**config.mk**
```make
export PLATFORM = sky130hd
export DESIGN_NAME = snake_anim
export DESIGN_NICKNAME = d
export VERILOG_FILES = /design/src/rtl/snake_pkg.sv /design/src/rtl/snake_pacer.sv /design/src/rtl/snake_lfsr.sv /design/src/rtl/snake_track.sv /design/src/rtl/snake_decode.sv /design/src/rtl/snake_anim.sv
export SDC_FILE = /design/constraint.sdc
export NUM_CORES = 1
export LEC_CHECK = 0
export ABC_AREA = 1
export CORE_UTILIZATION = 47
export DETAILED_ROUTE_END_ITERATION = 7
export PLACE_DENSITY = 0.76
export SYNTH_ARGS = -nofsm -noshare
export SYNTH_HDL_FRONTEND = slang
export SYNTH_SLANG_ARGS = --single-unit
```
**constraint.sdc**
```tcl
create_clock -name clk -period 1.1 [get_ports clk]
set_input_delay 0.165 -clock clk [delete_from_list [all_inputs] [get_ports clk]]
set_output_delay 0.165 -clock clk [all_outputs]
set_load 0.01 [all_outputs]
```
**src/rtl/snake_pkg.sv**
```systemverilog
package snake_pkg;
  localparam int unsigned POS_W   = 3;
  localparam int unsigned RING    = 6;
  localparam int unsigned SEG_N   = 7;
  localparam int unsigned SPEED_W = 8;
  localparam int unsigned RAND_W  = 8;

  typedef logic [POS_W-1:0] pos_t;

  typedef enum logic {
    DIR_CW  = 1'b0,
    DIR_CCW = 1'b1
  } dir_e;
endpackage

```
**src/rtl/snake_pacer.sv**
```systemverilog
module snake_pacer #(
  parameter int unsigned CNT_W = 8
) (
  input  logic             clk,
  input  logic             rst_n,
  input  logic [CNT_W-1:0] speed,
  output logic             step
);
  logic [CNT_W-1:0] cnt_q, cnt_d;

  always_comb begin
    step  = (cnt_q == speed);
    cnt_d = step ? '0 : cnt_q + 1'b1;
  end

  always_ff @(posedge clk or negedge rst_n) begin
    if (!rst_n) cnt_q <= '0;
    else        cnt_q <= cnt_d;
  end

  // without a step the counter advances by one, modulo its width
  a_r4_count_up: assert property (@(posedge clk) disable iff (!rst_n)
    !step |=> cnt_q == CNT_W'($past(cnt_q) + 1'b1));
  // a step restarts the count
  a_r4_clear_on_step: assert property (@(posedge clk) disable iff (!rst_n)
    step |=> cnt_q == '0);
endmodule

```
**src/rtl/snake_lfsr.sv**
```systemverilog
module snake_lfsr #(
  parameter int unsigned        W        = 8,
  parameter logic [W-1:0]       SEED     = 8'hA5,
  parameter logic [W-1:0]       TAP_MASK = 8'b1011_1000
) (
  input  logic clk,
  input  logic rst_n,
  input  logic adv,
  output logic rnd
);
  logic [W-1:0] q, d;

  always_comb begin
    d = adv ? {q[W-2:0], ^(q & TAP_MASK)} : q;
    rnd = q[0];
  end

  always_ff @(posedge clk or negedge rst_n) begin
    if (!rst_n) q <= SEED;
    else        q <= d;
  end

  // the generator never locks up in the all-zero state
  a_r8_nonzero: assert property (@(posedge clk) disable iff (!rst_n) q != '0);
  // the generator is frozen between steps
  a_r9_lfsr_hold: assert property (@(posedge clk) disable iff (!rst_n)
    !adv |=> $stable(q));
endmodule

```
**src/rtl/snake_track.sv**
```systemverilog
module snake_track
  import snake_pkg::*;
(
  input  logic clk,
  input  logic rst_n,
  input  logic step,
  input  logic rnd,
  output pos_t head,
  output pos_t body,
  output pos_t tail
);
  pos_t head_d, body_d, tail_d;
  dir_e dir_q, dir_d;

  always_comb begin
    head_d = head;
    body_d = body;
    tail_d = tail;
    dir_d  = dir_q;
    if (step) begin
      tail_d = body;
      body_d = head;
      if (dir_q == DIR_CW) head_d = (head == pos_t'(RING-1)) ? '0 : head + 1'b1;
      else                 head_d = (head == '0) ? pos_t'(RING-1) : head - 1'b1;
      dir_d = dir_e'(rnd);
    end
  end

  always_ff @(posedge clk or negedge rst_n) begin
    if (!rst_n) begin
      head  <= pos_t'(2);
      body  <= pos_t'(1);
      tail  <= pos_t'(0);
      dir_q <= DIR_CW;
    end else begin
      head  <= head_d;
      body  <= body_d;
      tail  <= tail_d;
      dir_q <= dir_d;
    end
  end

  // positions stay on the ring
  a_r2_on_ring: assert property (@(posedge clk) disable iff (!rst_n)
    head < RING && body < RING && tail < RING);
  // body and tail follow the part ahead of them
  a_r6_follow: assert property (@(posedge clk) disable iff (!rst_n)
    step |=> body == $past(head) && tail == $past(body));
  // head always moves on a step
  a_r7_head_moves: assert property (@(posedge clk) disable iff (!rst_n)
    step |=> head != $past(head));
  // nothing moves between steps
  a_r9_hold: assert property (@(posedge clk) disable iff (!rst_n)
    !step |=> $stable(head) && $stable(body) && $stable(tail) && $stable(dir_q));
endmodule

```
**src/rtl/snake_decode.sv**
```systemverilog
module snake_decode
  import snake_pkg::*;
(
  input  logic             clk,
  input  logic             rst_n,
  input  pos_t             head,
  input  pos_t             body,
  input  pos_t             tail,
  output logic [SEG_N-1:0] seg
);
  for (genvar i = 0; i < SEG_N; i++) begin : g_seg
    if (i < RING) begin : g_ring
      assign seg[i] = (head == pos_t'(i)) | (body == pos_t'(i)) | (tail == pos_t'(i));
    end else begin : g_dark
      assign seg[i] = 1'b0;
    end
  end

  // one to three segments lit
  a_r3_lit_count: assert property (@(posedge clk) disable iff (!rst_n)
    $countones(seg) >= 1 && $countones(seg) <= 3);
  // the head segment is always among the lit ones
  a_r3_head_lit: assert property (@(posedge clk) disable iff (!rst_n)
    seg[head] == 1'b1);
endmodule

```
**src/rtl/snake_anim.sv**
```systemverilog
module snake_anim
  import snake_pkg::*;
(
  input  logic               clk,
  input  logic               rst_n,
  input  logic [SPEED_W-1:0] speed_i,
  output logic [SEG_N-1:0]   seg_o
);
  logic [1:0] rst_sync;
  logic       core_rst_n;
  logic       step;
  logic       rnd;
  pos_t       head, body, tail;

  always_ff @(posedge clk or negedge rst_n) begin
    if (!rst_n) rst_sync <= 2'b00;
    else        rst_sync <= {rst_sync[0], 1'b1};
  end
  assign core_rst_n = rst_sync[1];

  snake_pacer #(.CNT_W(SPEED_W)) u_pacer (
    .clk(clk), .rst_n(core_rst_n), .speed(speed_i), .step(step)
  );

  snake_lfsr #(.W(RAND_W)) u_lfsr (
    .clk(clk), .rst_n(core_rst_n), .adv(step), .rnd(rnd)
  );

  snake_track u_track (
    .clk(clk), .rst_n(core_rst_n), .step(step), .rnd(rnd),
    .head(head), .body(body), .tail(tail)
  );

  snake_decode u_decode (
    .clk(clk), .rst_n(core_rst_n),
    .head(head), .body(body), .tail(tail), .seg(seg_o)
  );

  // the middle bar stays dark
  a_r2_g_dark: assert property (@(posedge clk) disable iff (!core_rst_n) !seg_o[SEG_N-1]);
endmodule

```
==> results.sh <==
export IMPL_postLayoutCellArea_um2=2290
export IMPL_fillCellCount=218
export IMPL_dpl_hpwl_mm=2.24
export IMPL_vias_in_the_first_global_route=1456
export IMPL_design_portCount=17
export IMPL_period_minus_slack_ns=1.69
export IMPL_timing_max_cap_violations=0
export IMPL_total_nets_final=268
export IMPL_placed_area_um2=1960
export IMPL_gr_total_overflow=0
export IMPL_detail_route_wl_per_cell_um=12.4
export IMPL_worst_setup_path_end_kind="primary output"
export IMPL_failing_checks="setup timing"
export IMPL_num_rows=20
export IMPL_seq_power_share_pct=38.1
export IMPL_hold_violations=0
export IMPL_core_area_um2=3080
export IMPL_area_sequential_um2=684
export IMPL_layout_cells_most_common_list="sky130_fd_sc_hd__nand2_1, sky130_fd_sc_hd__buf_4, sky130_fd_sc_hd__inv_1"
export IMPL_route_vias_total=1498
export IMPL_combPwrFrac_pct=48.9
export IMPL_max_clock_path_buffers=2
export IMPL_cellInternalPower_mw=2.12
export IMPL_setup_total_negative_slack_ns=-8.35
export IMPL_diodes=0
export IMPL_insertion_delay_ns=0.33
export IMPL_synth_ff_latch_count=27
export IMPL_drive_gt1_share_pct=40.0
export IMPL_worst_slack_ns=-0.586
export IMPL_gp_routability_congestion=0.822
export IMPL_yosysUniqueCellTypes=24
export IMPL_worst_endpoint_arrival_ns=1.52
export IMPL_dp_cells=284
export IMPL_synthCells=200
export IMPL_hold_ws_ns=0.118
export IMPL_postSynthAreaPerCell_um2=7.66
export IMPL_clock_tree_from_tritoncts="yes"
export IMPL_layout_cells_most_common="sky130_fd_sc_hd__nand2_1"
export IMPL_switching_power_mw=1.26
export IMPL_timing_critical_path_fanout_max=3
export IMPL_synth_yosys_seq_area_share_pct=44.6
export IMPL_timing_hold_worst_class="flop to async pin"
export IMPL_drc_violation_total_after_the_first_tritonroute_iteration=92
export IMPL_p_clk_share_pct=13.0
export IMPL_port_buffers=15
export IMPL_finalSetupViolCount=31
export IMPL_die_width_um=59.1
export IMPL_pin_count_of_the_biggest_net_entering_global_routing=21
export IMPL_multiInputGateArea_um2=968
export IMPL_drt_wl_total_mm=3.70
export IMPL_powerDensity_nw_per_um2=1470
export IMPL_ir_drop_worst_case_vdd_v=0.00106
export IMPL_critical_path_startpoint_type="flop"
export IMPL_ant_nets=0
export IMPL_outcome="complete, but fails checks"
export IMPL_grt_antenna_before_repair=0
export IMPL_grt_pass1_wl_mm=6.05
export IMPL_cts_htree_levels=1
export IMPL_initial_core_util_pct=49.8
export IMPL_grt_use_total_pct=22.9
export IMPL_die_area_um2=3490
export IMPL_fmax_ghz=0.593
export IMPL_final_cells=299
export IMPL_rsz0062_at_grt="yes"
export IMPL_fin_util_pct=74.5
export IMPL_drc_errors=0
export IMPL_leakagePower_nw=1.17
export IMPL_netSwitchingFraction_pct=37.4
export IMPL_cts_buffers=3
export IMPL_synth_warning_count=0
export IMPL_critical_path_class="flop to primary output"
export IMPL_clockRootBuffer="sky130_fd_sc_hd__clkbuf_4"
export IMPL_mappedNetlistNets=212
export IMPL_clock_skew_ns=0.00770
export IMPL_die_y_um=59.1
export IMPL_layout_worst_path_cycle_share_pct=153
export IMPL_syn2layout_area_growth_pct=49.6
export IMPL_maxSlewViolCount=0
export IMPL_post_drt_via_cell_ratio=5.01
export IMPL_tritoncts_num_sinks=27
export IMPL_drt_pass1_iter_count=5
export IMPL_cts_clk_slew_worst_paths_ns=0.15
export IMPL_cp_data_required_time_ns=0.94
export IMPL_synth_area_um2=1530
## Yosys cell counts
cell type | count | area share [%]
sky130_fd_sc_hd__o31ai_1 | 1 | 0.49
sky130_fd_sc_hd__conb_1 | 2 | 0.49
sky130_fd_sc_hd__nand4_1 | 1 | 0.41
sky130_fd_sc_hd__nand2_2 | 1 | 0.41
sky130_fd_sc_hd__buf_6 | 1 | 0.73
sky130_fd_sc_hd__clkbuf_1 | 1 | 0.24
sky130_fd_sc_hd__nor3_1 | 1 | 0.33
sky130_fd_sc_hd__o211ai_1 | 1 | 0.49
sky130_fd_sc_hd__nand3_1 | 29 | 9.5
sky130_fd_sc_hd__dfrtp_1 | 21 | 34
sky130_fd_sc_hd__nor2_8 | 2 | 2.6
sky130_fd_sc_hd__nor2_1 | 13 | 3.2
sky130_fd_sc_hd__buf_4 | 3 | 1.5
sky130_fd_sc_hd__xnor2_1 | 7 | 4.0
sky130_fd_sc_hd__inv_2 | 2 | 0.49
sky130_fd_sc_hd__ha_1 | 2 | 1.6
sky130_fd_sc_hd__nand2_1 | 73 | 18
sky130_fd_sc_hd__xor2_1 | 3 | 1.7
sky130_fd_sc_hd__nand2_4 | 1 | 0.73
sky130_fd_sc_hd__a31oi_1 | 1 | 0.41
sky130_fd_sc_hd__inv_1 | 23 | 5.6
sky130_fd_sc_hd__o311ai_0 | 4 | 2.3
sky130_fd_sc_hd__o21ai_0 | 1 | 0.33
sky130_fd_sc_hd__dfstp_2 | 6 | 10
## cells by family (layout without fill, tap and decap cells)
family / after synthesis / count (layout) / share of synthesized area (%)
and+or+nand+nor: 121 / 124 / 35.0
buffers and inverters: 30 / 82 / 8.57
DFF: 27 / 27 / 44.6
xor gates and xnor gates: 10 / 10 / 5.71
AOI/OAI and AO/OA: 8 / 8 / 4.00
adders and majority gates: 2 / 2 / 1.63
other: 2 / 2 / 0.490
## metrics by stage
stage	setup slack, ns	power (mW)
6_report	-0.586	3.38
5_1_grt	-0.673	3.61
3_5_place_dp	-0.532	2.46
3_3_place_gp	-0.505	2.43
2_1_floorplan	-0.182	1.97
4_1_cts	-0.563	3.08
## flip-flops by register name, indices dropped and copies added (netlist names)
register	flops
u_lfsr.q	8
u_pacer.cnt_q	8
u_track.body	3
u_track.head	3
u_track.tail	3
rst_sync	2
## layer usage
layer / global-route usage, % / vias to the layer above / share of wire, % / wire [um]
li1: - / 739 / - / -
met1: 27.6 / 707 / 40 / 1480
met2: 43.5 / 43 / 54 / 2010
met3: 2.62 / 9 / 3.2 / 120
met4: 5.10 / 0 / 2.2 / 80
met5: 0 / - / 0 / 0
## layout make-up
cell class	instances	share of cell area [%]
multi-input cells	146	42.2
flip-flops and latches	27	29.9
repair buffers	53	19.7
inverters	25	4.64
well taps	44	2.40
clock buffers	4	1.15
## path summary, 6_finish.rpt
kind / cells past startpoint / from / slack, ns / end
worst max-delay path: 7 / u_track.head[1] / -0.59 / seg_o[3]
worst min-delay path: 0 / rst_sync[1] / 0.12 / u_pacer.cnt_q[0]
worst max register to register: 6 / u_pacer.cnt_q[4] / -0.26 / u_track.head[1]
worst min register to register: 0 / rst_sync[1] / 0.12 / u_pacer.cnt_q[0]
max in group asynchronous: 2 / rst_n / 0.47 / rst_sync[1]
min in group clk: 0 / rst_sync[0] / 0.37 / rst_sync[1]
## power groups by stage
stage	clock (mW)	sequential, mW	combinational, mW
after floorplan	0	1.32	0.657
final	0.439	1.29	1.65
after detailed placement	0	1.29	1.17
after global placement	0	1.28	1.15
after global routing	0.502	1.31	1.79
after CTS	0.439	1.27	1.37
## timing repair
| action | 4_1_cts | 5_1_grt |
|---|---|---|
| buffers inserted | 5 | 1 |
| resized for setup | 52 | 27 |
| hold buffers | 1 | 0 |
| endpoints found under the hold margin | 2 | 0 |
| endpoints found under the setup margin | 31 | 31 |
| pin swaps | 24 | 8 |
| cloned | 3 | 1 |
## critical path, stage by stage (launching register included)
cell,delay (ns)
sky130_fd_sc_hd__dfstp_2,0.58
sky130_fd_sc_hd__buf_6,0.11
sky130_fd_sc_hd__nand2_4,0.05
sky130_fd_sc_hd__inv_2,0.06
sky130_fd_sc_hd__ha_4,0.11
sky130_fd_sc_hd__a31oi_1,0.04
sky130_fd_sc_hd__o31ai_2,0.07
sky130_fd_sc_hd__buf_2,0.16
Power figures use the tool's default switching activity.
